## config.mk

```make
export PLATFORM = sky130hd
export DESIGN_NAME = soft_volume
export DESIGN_NICKNAME = d
export VERILOG_FILES = /design/src/rtl/soft_volume_pkg.sv /design/src/rtl/vol_code_store.sv /design/src/rtl/vol_ramp.sv /design/src/rtl/vol_scale.sv /design/src/rtl/soft_volume.sv
export SDC_FILE = /design/constraint.sdc
export NUM_CORES = 1
export LEC_CHECK = 0
export BUFFER_PORTS_ARGS = -buffer_cell sky130_fd_sc_hd__buf_2
export CAP_MARGIN = 30
export CORE_MARGIN = 2
export CORE_UTILIZATION = 55
export CTS_CLUSTER_DIAMETER = 50
export DETAILED_ROUTE_END_ITERATION = 6
export PLACE_DENSITY = 0.82
export RECOVER_POWER = 50
export SYNTH_ARGS = -nofsm -noshare
export SYNTH_HDL_FRONTEND = slang
export SYNTH_SLANG_ARGS = --single-unit
```

## constraint.sdc

```tcl
create_clock -name clk -period 5.01 [get_ports clk]
set_input_delay 0.7515 -clock clk [delete_from_list [all_inputs] [get_ports clk]]
set_output_delay 0.7515 -clock clk [all_outputs]
set_load 0.005 [all_outputs]
```

## src/rtl/soft_volume_pkg.sv

```systemverilog
package soft_volume_pkg;
  localparam int CODE_W   = 7;
  localparam int GAIN_W   = CODE_W + 1;
  localparam int CODE_MAX = (1 << CODE_W) - 1;

  // Linear law: code 0 -> full scale, top code -> zero, else (max - code)
  function automatic logic [GAIN_W-1:0] gain_num(input logic [CODE_W-1:0] code);
    logic [GAIN_W-1:0] g;
    if (code == '0)
      g = GAIN_W'(1 << CODE_W);
    else if (code == CODE_W'(CODE_MAX))
      g = '0;
    else
      g = GAIN_W'(CODE_MAX) - GAIN_W'(code);
    return g;
  endfunction
endpackage

```

## src/rtl/vol_code_store.sv

```systemverilog
module vol_code_store
  import soft_volume_pkg::*;
(
  input  logic              clk,
  input  logic              rst_n,
  input  logic              code_wr,
  input  logic [CODE_W-1:0] code_in,
  input  logic              mute,
  output logic [CODE_W-1:0] target_code
);
  logic [CODE_W-1:0] stored_q, stored_d;

  always_comb begin
    stored_d = stored_q;
    if (code_wr) stored_d = code_in;
  end

  always_ff @(posedge clk or negedge rst_n) begin
    if (!rst_n) stored_q <= '0;
    else        stored_q <= stored_d;
  end

  // Mute overrides the stored setting; the stored value survives untouched
  assign target_code = mute ? CODE_W'(CODE_MAX) : stored_q;
endmodule

```

## src/rtl/vol_ramp.sv

```systemverilog
module vol_ramp
  import soft_volume_pkg::*;
#(
  parameter int NORM_STEP = 8,
  parameter int FAST_STEP = 16
) (
  input  logic              clk,
  input  logic              rst_n,
  input  logic              fs_tick,
  input  logic              hs_mode,
  input  logic [CODE_W-1:0] target_code,
  output logic [CODE_W-1:0] applied_code,
  output logic              busy
);
  localparam int LONGEST = (FAST_STEP > NORM_STEP) ? FAST_STEP : NORM_STEP;
  localparam int CNT_W   = (LONGEST > 1) ? $clog2(LONGEST) : 1;

  logic [CNT_W-1:0]  cnt_q, cnt_d, limit;
  logic [CODE_W-1:0] app_q, app_d;

  assign limit = hs_mode ? CNT_W'(FAST_STEP - 1) : CNT_W'(NORM_STEP - 1);

  always_comb begin
    app_d = app_q;
    cnt_d = cnt_q;
    if (app_q == target_code) begin
      cnt_d = '0;
    end else if (fs_tick) begin
      if (cnt_q >= limit) begin
        cnt_d = '0;
        app_d = (target_code > app_q) ? app_q + 1'b1 : app_q - 1'b1;
      end else begin
        cnt_d = cnt_q + 1'b1;
      end
    end
  end

  always_ff @(posedge clk or negedge rst_n) begin
    if (!rst_n) begin
      app_q <= '0;
      cnt_q <= '0;
    end else begin
      app_q <= app_d;
      cnt_q <= cnt_d;
    end
  end

  assign applied_code = app_q;
  assign busy         = (app_q != target_code);
endmodule

```

## src/rtl/vol_scale.sv

```systemverilog
module vol_scale
  import soft_volume_pkg::*;
#(
  parameter int DATA_W = 24,
  parameter int CHANS  = 2
) (
  input  logic                         clk,
  input  logic                         rst_n,
  input  logic                         fs_tick,
  input  logic [CODE_W-1:0]            applied_code,
  input  logic [CHANS-1:0][DATA_W-1:0] samp_in,
  output logic [CHANS-1:0][DATA_W-1:0] samp_out,
  output logic                         out_valid
);
  localparam int PROD_W = DATA_W + GAIN_W + 1;

  logic [GAIN_W-1:0] gain;
  logic              valid_q;

  assign gain = gain_num(applied_code);

  for (genvar ch = 0; ch < CHANS; ch++) begin : g_chan
    logic signed [PROD_W-1:0] prod;
    logic [DATA_W-1:0]        res_d, res_q;

    assign prod = $signed(samp_in[ch]) * $signed({1'b0, gain});

    always_comb begin
      res_d = res_q;
      if (fs_tick) res_d = DATA_W'(prod >>> CODE_W);
    end

    always_ff @(posedge clk or negedge rst_n) begin
      if (!rst_n) res_q <= '0;
      else        res_q <= res_d;
    end

    assign samp_out[ch] = res_q;
  end

  always_ff @(posedge clk or negedge rst_n) begin
    if (!rst_n) valid_q <= 1'b0;
    else        valid_q <= fs_tick;
  end

  assign out_valid = valid_q;
endmodule

```

## src/rtl/soft_volume.sv

```systemverilog
module soft_volume
  import soft_volume_pkg::*;
#(
  parameter int DATA_W    = 24,
  parameter int NORM_STEP = 8,
  parameter int FAST_STEP = 16
) (
  input  logic              clk,
  input  logic              rst_n,
  input  logic              fs_tick,
  input  logic              hs_mode,
  input  logic              code_wr,
  input  logic [CODE_W-1:0] code_in,
  input  logic              mute,
  input  logic [DATA_W-1:0] left_in,
  input  logic [DATA_W-1:0] right_in,
  output logic [DATA_W-1:0] left_out,
  output logic [DATA_W-1:0] right_out,
  output logic              out_valid,
  output logic              busy
);
  logic [1:0]              rst_sync_q;
  logic                    rst_core_n;
  logic [CODE_W-1:0]       target_code;
  logic [CODE_W-1:0]       applied_code;
  logic [1:0][DATA_W-1:0]  samp_in, samp_out;

  // Assert asynchronously, release on the clock
  always_ff @(posedge clk or negedge rst_n) begin
    if (!rst_n) rst_sync_q <= 2'b00;
    else        rst_sync_q <= {rst_sync_q[0], 1'b1};
  end
  assign rst_core_n = rst_sync_q[1];

  vol_code_store u_store (
    .clk         (clk),
    .rst_n       (rst_core_n),
    .code_wr     (code_wr),
    .code_in     (code_in),
    .mute        (mute),
    .target_code (target_code)
  );

  vol_ramp #(.NORM_STEP(NORM_STEP), .FAST_STEP(FAST_STEP)) u_ramp (
    .clk          (clk),
    .rst_n        (rst_core_n),
    .fs_tick      (fs_tick),
    .hs_mode      (hs_mode),
    .target_code  (target_code),
    .applied_code (applied_code),
    .busy         (busy)
  );

  assign samp_in[0] = left_in;
  assign samp_in[1] = right_in;

  vol_scale #(.DATA_W(DATA_W), .CHANS(2)) u_scale (
    .clk          (clk),
    .rst_n        (rst_core_n),
    .fs_tick      (fs_tick),
    .applied_code (applied_code),
    .samp_in      (samp_in),
    .samp_out     (samp_out),
    .out_valid    (out_valid)
  );

  assign left_out  = samp_out[0];
  assign right_out = samp_out[1];
endmodule

```

==> results.md, run 1 <==
* Status: finished, violations left
* Failing checks: capacitance limit, slew limit, setup timing
* Final period utilization at 1.20
* Num ports at 111
* Maxcap violations at 1
* Worst-Margin Slew at approximately 2.5 ns
* Post-layout util at 0.728
* Sequential standard cell area at 1730 µm²
* Num CTS Buffers at 9
* Syn Area/Cell at 8.95 µm²
* Starting Density at 0.556
* Critical path data arrival time at 6.27 ns
* Commonest non-fill, non-tap cell in the layout: inv_1
* Vias post-DR at 13,900
* Register-to-Register Setup Slack at -1.01 ns
* Root Driver: clkbuf_16
* Routed WL per cell at 19.3 µm
* Largest net degree at the start of global routing at 68
* Critical Path RT at 5.27 ns
* Die H at 171 µm
* Drt initial violations at approximately 1,000
* Post-synth top area share at 0.376
* Htree depth at 3
* Startpoint types: register
* Die Area at 29,400 µm²
* Highest-count cells in the layout ignoring fill and taps: inv_1, fa_1, buf_4
* Clock buffer depth at 2
* Initial antenna violation count at 3
* Largest delay share family, worst path: adder cells
* Synth area leader: fa_1
* Final GP Congestion at 0.927
* Rows at 61
* Cts hold-fix bufs at 0
* CP max stage cell: or4_4
* Die Span X at about 170 µm
* Max_slew headroom at -0.653
* Setup Skew at 0.0154 ns
* Area grow syn2layout at 30.9%
* Final wirelength at 47.5 mm
* CTS tree: yes
* Critical-path cell list: or4_4 -> nor4_4 -> buf_4 -> nor2_4 -> buf_12 -> nand2_1 -> fa_1 -> inv_1 -> fa_1 -> fa_1 -> inv_1 -> fa_1 -> inv_1 -> ha_4 -> a21oi_2 -> a21oi_2 -> o31a_1 -> o41ai_4 -> buf_6 -> a21oi_4 -> a221oi_2 -> xnor2_1 -> mux2_4
* Finish-stage setup viols at 47
* Aggregate global-route resource usage at 0.329
* Crit-path max FO at 12
* Fmax at roughly 170 MHz
* Min-Delay Path Class: input port to asynchronous set/reset pin
* Worst path max stage delay at 0.57 ns
* Skew-Pair Late Insertion Delay at 0.37 ns
* IO Port Bufs at 110
* Worst Path Buf+Inv at 6
* Synth top area cells: fa_1, dfrtp_1, ha_1
* Yosys cell types at 64
* Unrepaired setup endpoints after global routing: true
* Layout cells sized above 1 at 0.313
* Multi-input gate area at 13,200 µm²
* Layout fillers at 1,826
* Vias in the first global route at 15,400
* Clk pin slew, worst setup/hold paths at approximately 0.07 ns
* Core area at about 28,000 µm²
* R2r startpoint: u_ramp.applied_code[5]
* RR Endpoint: u_scale.g_chan[0].res_q[18]
* First-pass GRT wire length at 74.9 mm
* Nets at ~2,600
* Setup TNS at -31.22 ns
* Max Slew Vio Count at 45
* Vias per cell at 5.64
* Crit path capture type: register
* Period minus WS final at roughly 6.0 ns
* Routed Antenna Nets at 0
* Critical path type: register to register
* Top FF cell, synth: dfrtp_1
* Fin worst setup slack at -1.01 ns
* Post-synth EDFFs at 0
* Hpwl dp at ~32 mm
* Critical path's most frequent cell: fa_1
* Worst Setup SP: u_ramp.applied_code[5]
* Seq cells post-synth at between 60 and 70
* Gate Count Post-Synth at between 1,500 and 2,000
* Clk sink count at 69
* Final Hold Vio Count at 0
* Syn_nets at 2,200
* Register area share after synthesis at 0.112
* Worst reg2reg path depth at 23
* Synth Warn # at 0
* DRC at 0
* Ys async rst share at 1.00
* Cell area after synthesis at 15,400 µm²
* Pre-antenna DRT Iters at 5
* Grt ovf at 0
==> cell usage after synthesis (all sizes together), types with 4 or more instances <==
master / n
xor2: 12
and3: 7
inv: 407
or2: 7
o21a: 9
clkbuf: 49
a21oi: 43
a31o: 4
dfrtp: 69
a21o: 14
and2: 189
fa: 289
o21ai: 29
ha: 128
nand2b: 4
xnor2: 35
nand3: 10
mux2: 32
nand4: 10
nor3: 16
nand2: 239
o31ai: 8
a211oi: 5
o211ai: 4
nor2b: 10
nor2: 35
or3: 7
==> worst reg2reg max path, cell delays in order, from the launching register on <==
cell      delay (ns)
dfrtp_1         0.38
or4_4           0.57
nor4_4          0.23
buf_4           0.22
nor2_4          0.09
buf_12          0.16
nand2_1         0.10
fa_1            0.41
inv_1           0.10
fa_1            0.45
fa_1            0.54
inv_1           0.06
fa_1            0.50
inv_1           0.08
ha_4            0.23
a21oi_2         0.33
a21oi_2         0.11
o31a_1          0.34
o41ai_4         0.07
buf_6           0.18
a21oi_4         0.09
a221oi_2        0.27
xnor2_1         0.11
mux2_4          0.27
==> registers in the layout, indices dropped and copies added, names as in the netlist <==
name,count
rst_sync_q,2
u_scale.out_valid,1
u_store.stored_q,7
u_ramp.applied_code,7
u_scale.g_chan.res_q,48
u_ramp.cnt_q,4
==> how the worst max path moves through the flow <==
| stage | endpoint | cells past startpoint |
|---|---|---|
| 2_1_floorplan | u_scale.g_chan[0].res_q[18] | 22 |
| 3_3_place_gp | u_scale.g_chan[0].res_q[19] | 21 |
| 3_5_place_dp | u_scale.g_chan[1].res_q[22] | 22 |
| 4_1_cts | u_scale.g_chan[0].res_q[18] | 22 |
| 5_1_grt | u_scale.g_chan[0].res_q[18] | 24 |
| 6_report | u_scale.g_chan[0].res_q[18] | 23 |
==> cell type report <==
cell class	instances	share of cell area
clock buffer	9	0.0112
antenna	2	0.000248
sequential	69	0.0856
multi-input combinational	1198	0.653
tap	378	0.0234
clock inverter	7	0.00509
timing repair buffer	386	0.145
inverter	408	0.0762
==> repair_timing <==
item | 4_1_cts | 5_1_grt
gates cloned | 4 | 0
pin swaps | 100 | 50
gates resized for setup | 182 | 74
endpoints found under the setup margin | 48 | 48
setup buffers | 37 | 14
==> stage by stage <==
stage	cells	hold WS [ns]	instance area, µm²	setup WS [ns]
detailed placement	2387	0.340	18300	-1.30
global route	2455	0.168	20200	-1.15
finish	2457	0.150	20200	-1.01
floorplan	1722	0.331	15600	-0.773
CTS	2443	0.161	19800	-0.783
global placement	2387	0.343	18300	-0.976
==> kinds of logic after synthesis <==
group	Yosys count	share of synthesized area
other cells	1	0.000243
compound gates	150	0.0685
fa+ha+maj	417	0.480
mux	32	0.0234
xor+xnor	47	0.0267
simple gates	547	0.178
buf+inv	459	0.112
flops	69	0.112
==> per-layer routing <==
layer | vias up | GRT usage | routed length, µm
met5 | - | 0 | 27
met2 | 667 | 0.587 | 24700
met3 | 277 | 0.0543 | 3030
met1 | 6984 | 0.370 | 16700
li1 | 5932 | - | -
met4 | 4 | 0.199 | 3130
Power of run 1 is left out: the tool's default activity adds up to more than one toggle a clock period on the data nets, which glitch-free logic cannot reach.
==> run 2, diff against run 1 <==
- SYNTH_HIERARCHICAL: unset -> 1
==> run 2 against run 1 <==
Against the previous run: the run still ends with capacitance limit, slew limit, setup timing left; via count is 4.2% lower; register-to-register slack better by 0.33 ns; synthesized cell count is 0.12% lower; final area is 1.4% lower; utilization is 1.4 points lower; setup slack better by 0.33 ns; area after synthesis is 1.5% higher; wire length is 10% lower; clock-buffer cell count is 2 higher; critical path type unchanged; critical endpoint is now u_scale/g_chan[0].res_q[21]; largest cell class unchanged.
==> results.md, run 2 <==
* Final Hold Vio Count at 0 (unchanged)
* Post-layout util at 0.714 (was 0.728)
* Seq cells post-synth at 69 (unchanged)
* Post-synth EDFFs at 0 (unchanged)
* Clock buffer depth at 2 (unchanged)
* Post-DP Area at 18,200 µm² (was 18,300 µm²)
* Commonest non-fill, non-tap cell in the layout: inv_1 (unchanged)
* Critical-path cell list: nor3_2 -> nand2_1 -> nor3_4 -> buf_6 -> nor2_2 -> buf_12 -> and2_1 -> fa_2 -> fa_1 -> fa_1 -> inv_2 -> fa_1 -> inv_2 -> ha_4 -> a2111oi_4 -> o21ai_1 -> o21a_1 -> nor4b_4 -> buf_4 -> nor2_4 -> a211oi_4 -> xnor2_1 -> mux2_2 (was or4_4 -> nor4_4 -> buf_4 -> nor2_4 -> buf_12 -> nand2_1 -> fa_1 -> inv_1 -> fa_1 -> fa_1 -> inv_1 -> fa_1 -> inv_1 -> ha_4 -> a21oi_2 -> a21oi_2 -> o31a_1 -> o41ai_4 -> buf_6 -> a21oi_4 -> a221oi_2 -> xnor2_1 -> mux2_4)
* Placed insts at 2,342 (was 2,387)
* Die Span X at 173 µm (was 171 µm)
* Initial antenna violation count at 7 (was 3)
* Register area share after synthesis at 0.110 (was 0.112)
* Aggregate global-route resource usage at 0.275 (was 0.329)
* Unrepaired setup endpoints after global routing: true (unchanged)
* Vias post-DR at 13,300 (was 13,900)
* Period minus WS final at 5.69 ns (was 6.02 ns)
* Fin worst setup slack at -0.676 ns (was -1.01 ns)
* Num CTS Buffers at 9 (unchanged)
* CTS tree: yes (unchanged)
* Non-Filler Instances at 2,401 (was 2,457)
* Drt initial violations at 959 (was 1,021)
* Pre-antenna DRT Iters at 5 (unchanged)
* Fmax at 176 MHz (was 166 MHz)
* Vias per cell at 5.53 (was 5.64)
* Max Slew Vio Count at 46 (was 45)
* WHS at 0.167 ns (was 0.150 ns)
* Htree depth at 3 (unchanged)
* Status: finished, violations left (unchanged)
* Top reg by flops: u_scale/g_chan.res_q (was u_scale.g_chan.res_q)
* Final GP Congestion at 0.896 (was 0.927)
* Critical path type: register to register (unchanged)
* Die Area at 29,800 µm² (was 29,400 µm²)
* Critical path data arrival time at 5.92 ns (was 6.27 ns)
* Finish-stage setup viols at 42 (was 47)
* Syn Area/Cell at 9.09 µm² (was 8.95 µm²)
* Routed Antenna Nets at 0 (unchanged)
* Num ports at 111 (unchanged)
* Yosys cell types at 66 (was 64)
* Critical path's most frequent cell: fa_1 (unchanged)
* Clk pin slew, worst setup/hold paths at 0.06 ns (was 0.07 ns)
* Skew-Pair Late Insertion Delay at 0.35 ns (was 0.37 ns)
* Vias in the first global route at 14,300 (was 15,400)
* Critical Path RT at 5.24 ns (was 5.27 ns)
* Top FF cell, synth: dfrtp_1 (unchanged)
* Rows at 61 (unchanged)
* Starting Density at 0.561 (was 0.556)
* First-pass GRT wire length at 66.5 mm (was 74.9 mm)
* Root Driver: clkbuf_16 (unchanged)
* Worst-Margin Slew at 2.58 ns (was 2.48 ns)
* IO Port Bufs at 110 (unchanged)
* Post-synth top area share at 0.370 (was 0.376)
* Startpoint types: register (unchanged)
* Area grow syn2layout at 27.2% (was 30.9%)
* Synth area leader: fa_1 (unchanged)
* Max reg flops at 48 (unchanged)
* Routed WL per cell at 17.7 µm (was 19.3 µm)
* Min-Delay Path Class: input port to asynchronous set/reset pin (unchanged)
* Clk sink count at 69 (unchanged)
* Nets at 2,494 (was 2,550)
* Final Instance Area at 19,900 µm² (was 20,200 µm²)
* Maxcap violations at 1 (unchanged)
* Most instantiated cells after synthesis: inv_1, fa_1, nand2_1, and2_1, ha_1 (unchanged)
* Layout cells sized above 1 at 0.298 (was 0.313)
* Ys async rst share at 1.00 (unchanged)
* Syn_nets at 2,199 (was 2,200)
* Synth top area cells: fa_1, dfrtp_1, ha_1 (unchanged)
* CP max stage cell: fa_1 (was or4_4)
* DRC at 0 (unchanged)
* Grt ovf at 0 (unchanged)
* Hpwl dp at 30.5 mm (was 32.0 mm)
* Synth Warn # at 6 (was 0)
* Cell area after synthesis at 15,600 µm² (was 15,400 µm²)
* Crit-path max FO at 18 (was 12)
* Crit path capture type: register (unchanged)
* Largest net degree at the start of global routing at 68 (unchanged)
* Worst path max stage delay at 0.58 ns (was 0.57 ns)
* Most frequent cell after synthesis: inv_1 (unchanged)
* Max_slew headroom at -0.722 (was -0.653)
* Worst Path Buf+Inv at 5 (was 6)
* Gate Count Post-Synth at 1,720 (was 1,722)
* Die H at 173 µm (was 171 µm)
* Core area at 27,900 µm² (was 27,700 µm²)
* Final period utilization at 1.13 (was 1.20)
* Largest delay share family, worst path: adder cells (unchanged)
* Layout fillers at 1,872 (was 1,826)
* Setup Skew at 0.00694 ns (was 0.0154 ns)
* Final wirelength at 42.6 mm (was 47.5 mm)
* Failing checks: capacitance limit, slew limit, setup timing (unchanged)
* Highest-count cells in the layout ignoring fill and taps: inv_1, fa_1, nand2_1 (was inv_1, fa_1, buf_4)
==> run 2: cell count changes after synthesis, sizes merged, moves of 8 or more <==
cell,before,now
nor2,35,45
nand2,239,205
xnor2,35,43
a21oi,43,55
a21o,14,25
mux2,32,41
and2,189,201
inv,407,356
nand3,10,19
==> run 2: timing repair <==
action / 4_1_cts / 5_1_grt
buffers inserted: 20 / 16
hold buffers: 0 / 0
gates resized for setup: 86 / 145
endpoints found under the hold margin: 0 / 0
cloned: 4 / 2
pin swaps: 67 / 67
endpoints found under the setup margin: 44 / 48
==> run 2: layout make-up <==
class / count / area (µm²) / area share
sequential: 69 / 1730 / 0.0868
antenna: 3 / 7.51 / 0.000377
inverter: 356 / 1340 / 0.0672
clock buffer: 11 / 243 / 0.0122
timing repair buffer: 338 / 2560 / 0.128
multi-input combinational: 1241 / 13500 / 0.679
clock inverter: 5 / 50.0 / 0.00252
tap: 378 / 473 / 0.0238
==> run 2: kinds of logic (layout without fill, tap and decap cells) <==
| group | after synthesis | after routing | share of synthesized area |
|---|---|---|---|
| other cells | 1 | 4 | 0.000240 |
| simple gates | 544 | 546 | 0.178 |
| flops | 69 | 69 | 0.110 |
| buf+inv | 412 | 710 | 0.0995 |
| fa+ha+maj | 418 | 418 | 0.473 |
| xor+xnor | 56 | 56 | 0.0314 |
| compound gates | 178 | 178 | 0.0752 |
| mux | 42 | 42 | 0.0318 |
==> run 2: path summary, 6_finish.rpt <==
check | end | slack (ns) | startpoint | depth (start not counted)
worst max-delay path | u_scale/g_chan[0].res_q[21] | -0.68 | u_ramp/applied_code[3] | 23
worst min register to register | rst_sync_q[1] | 0.35 | rst_sync_q[0] | 0
worst max register to register | u_scale/g_chan[0].res_q[21] | -0.68 | u_ramp/applied_code[3] | 23
min in group clk | rst_sync_q[1] | 0.35 | rst_sync_q[0] | 0
max in group asynchronous | u_scale/g_chan[0].res_q[3] | 1.65 | rst_sync_q[1] | 1
worst min-delay path | rst_sync_q[0] | 0.17 | rst_n | 1
==> run 2: per-stage QoR <==
stage	setup WS, ns	TNS [ns]
3_3_place_gp	-0.628	-14.09
3_5_place_dp	-0.801	-20.44
2_1_floorplan	-0.425	-5.99
4_1_cts	-0.539	-14.33
6_report	-0.676	-17.24
5_1_grt	-0.837	-26.03
==> run 2: layer usage <==
layer / vias up / track usage / part of all wire
met2: 510 / 0.498 / 0.52
met1: 6716 / 0.329 / 0.38
met4: 6 / 0.108 / 0.043
met3: 146 / 0.0398 / 0.057
li1: 5904 / - / -
met5: - / 0 / 0.00087
Power of run 2 is left out for the same reason.
==> run 3, diff against run 2 <==
- SETUP_SLACK_MARGIN: unset -> 0.02
==> run 3 against run 2 <==
Against the previous run: cell count grew 1.6%; maximum frequency shrank 2.7%; worst hold slack gained 0.0011 ns; the run still ends with capacitance limit, slew limit, setup timing left; first-iteration DRC count grew 25%; largest cell class unchanged; clock skew grew 0.0049 ns; utilization grew 1.8 points; clock-buffer cell count grew 1.
==> results.md, run 3 (synthesis gave the netlist of run 2 again) <==
* Status: finished, violations left (unchanged)
* Failing checks: capacitance limit, slew limit, setup timing (unchanged)
* IO Port Bufs at 110 (unchanged)
* Nets at 2,533 (was 2,494)
* Grt ovf at 0 (unchanged)
* Num CTS Buffers at 9 (unchanged)
* Die Span X at 173 µm (unchanged)
* Crit path capture type: register (unchanged)
* Vias post-DR at 13,800 (was 13,300)
* CP max stage cell: fa_2 (was fa_1)
* Crit-path max FO at 8 (was 18)
* Vias in the first global route at 14,900 (was 14,300)
* Clock buffer depth at 2 (unchanged)
* Critical path data arrival time at 6.11 ns (was 5.92 ns)
* Final GP Congestion at 0.913 (was 0.896)
* Critical path type: register to register (unchanged)
* Worst path max stage delay at 0.57 ns (was 0.58 ns)
* Max reg flops at 48 (unchanged)
* Core area at 27,900 µm² (unchanged)
* Commonest non-fill, non-tap cell in the layout: inv_1 (unchanged)
* Final wirelength at 46.5 mm (was 42.6 mm)
* Finish-stage setup viols at 45 (was 42)
* Num ports at 111 (unchanged)
* Critical Path RT at 5.28 ns (was 5.24 ns)
* Largest net degree at the start of global routing at 68 (unchanged)
* Sequential standard cell area at 1730 µm² (unchanged)
* Fin worst setup slack at -0.832 ns (was -0.676 ns)
* Worst Path Buf+Inv at 8 (was 5)
* Final period utilization at 1.17 (was 1.13)
* Layout cells sized above 1 at 0.322 (was 0.298)
* DRC at 0 (unchanged)
* Critical path's most frequent cell: inv_2 (was fa_1)
* Routed WL per cell at 19.1 µm (was 17.7 µm)
* Routed Antenna Nets at 0 (unchanged)
* Post-layout util at 0.732 (was 0.714)
* Largest delay share family, worst path: adder cells (unchanged)
* Layout fillers at 1,769 (was 1,872)
* Area grow syn2layout at 30.5% (was 27.2%)
* Worst-Margin Slew at 2.65 ns (was 2.58 ns)
* WHS at 0.168 ns (was 0.167 ns)
* CTS tree: yes (unchanged)
* Die H at 173 µm (unchanged)
* Die Area at 29,800 µm² (unchanged)
* Skew-Pair Late Insertion Delay at 0.36 ns (was 0.35 ns)
* Multi-input gate area at 13,600 µm² (was 13,500 µm²)
* Highest-count cells in the layout ignoring fill and taps: inv_1, fa_1, buf_4 (was inv_1, fa_1, nand2_1)
* Fmax at 171 MHz (was 176 MHz)
* Hpwl dp at 30.3 mm (was 30.5 mm)
* Starting Density at 0.561 (unchanged)
* Vias per cell at 5.67 (was 5.53)
* Clk pin slew, worst setup/hold paths at 0.06 ns (about the same)
* Startpoint types: register (unchanged)
* Maxcap violations at 1 (unchanged)
* Drt initial violations at 1,199 (was 959)
* Cts hold-fix bufs at 0 (unchanged)
* Htree depth at 3 (unchanged)
* Unrepaired setup endpoints after global routing: true (unchanged)
* Aggregate global-route resource usage at 0.307 (was 0.275)
* Max Slew Vio Count at 45 (was 46)
* Top reg by flops: u_scale/g_chan.res_q (unchanged)
* Clk sink count at 69 (unchanged)
* Root Driver: clkbuf_16 (unchanged)
* Initial antenna violation count at 3 (was 7)
* First-pass GRT wire length at 73.2 mm (was 66.5 mm)
* Min-Delay Path Class: input port to asynchronous set/reset pin (unchanged)
* Pre-antenna DRT Iters at 5 (unchanged)
* Setup Skew at 0.0118 ns (was 0.00694 ns)
* Rows at 61 (unchanged)
* Period minus WS final at 5.84 ns (was 5.69 ns)
* Final Hold Vio Count at 0 (unchanged)
* Max_slew headroom at -0.768 (was -0.722)
* Setup TNS at -24.24 ns (was -17.24 ns)
==> run 3: cell types whose count changed in the layout (fill, tap and decap cells not counted), moves of 6 or more <==
| cell | change |
|---|---|
| buf_4 | +21 |
| nand2_1 | -10 |
| buf_6 | +9 |
| inv_1 | -8 |
| inv_2 | +8 |
| nand2_2 | +8 |
| fa_1 | -6 |
| fa_2 | +6 |
==> run 3: path summary, 6_finish.rpt <==
| path | from | endpoint | slack (ns) | cells after the start |
|---|---|---|---|---|
| min in group clk | rst_sync_q[0] | rst_sync_q[1] | 0.35 | 0 |
| worst min register to register | rst_sync_q[0] | rst_sync_q[1] | 0.35 | 0 |
| max in group asynchronous | rst_sync_q[1] | u_scale/g_chan[0].res_q[0] | 1.55 | 1 |
| worst max-delay path | u_ramp/applied_code[5] | u_scale/g_chan[1].res_q[21] | -0.83 | 25 |
| worst max register to register | u_ramp/applied_code[5] | u_scale/g_chan[1].res_q[21] | -0.83 | 25 |
| worst min-delay path | rst_n | rst_sync_q[1] | 0.17 | 1 |
==> run 3: area by class of cell <==
class	count	share of cell area
Antenna cell	2	0.000245
Clock buffer	12	0.0126
Clock inverter	4	0.00233
Inverter	356	0.0655
Multi-Input combinational cell	1241	0.664
Sequential cell	69	0.0846
Tap cell	378	0.0232
Timing Repair Buffer	377	0.147
==> run 3: metrics by stage <==
stage               setup slack (ns)  cell area [µm²]  cells
detailed placement            -0.736            18200   2344
global placement              -0.613            18200   2344
finish                        -0.832            20400   2439
CTS                           -0.610            19800   2409
floorplan                     -0.425            15900   1720
global route                  -0.910            20400   2438
==> run 3: repair_timing <==
action	CTS	global route
gates resized for setup	184	105
pin swaps	106	94
buffers inserted	44	29
gates cloned	9	1
setup endpoints to repair	45	48
==> run 3: routing by layer <==
| metal | track usage | share of wire |
|---|---|---|
| met3 | 0.0422 | 0.065 |
| met5 | 0 | 0.00028 |
| met2 | 0.559 | 0.52 |
| met4 | 0.139 | 0.049 |
| met1 | 0.360 | 0.36 |
Power of run 3 is left out for the same reason.
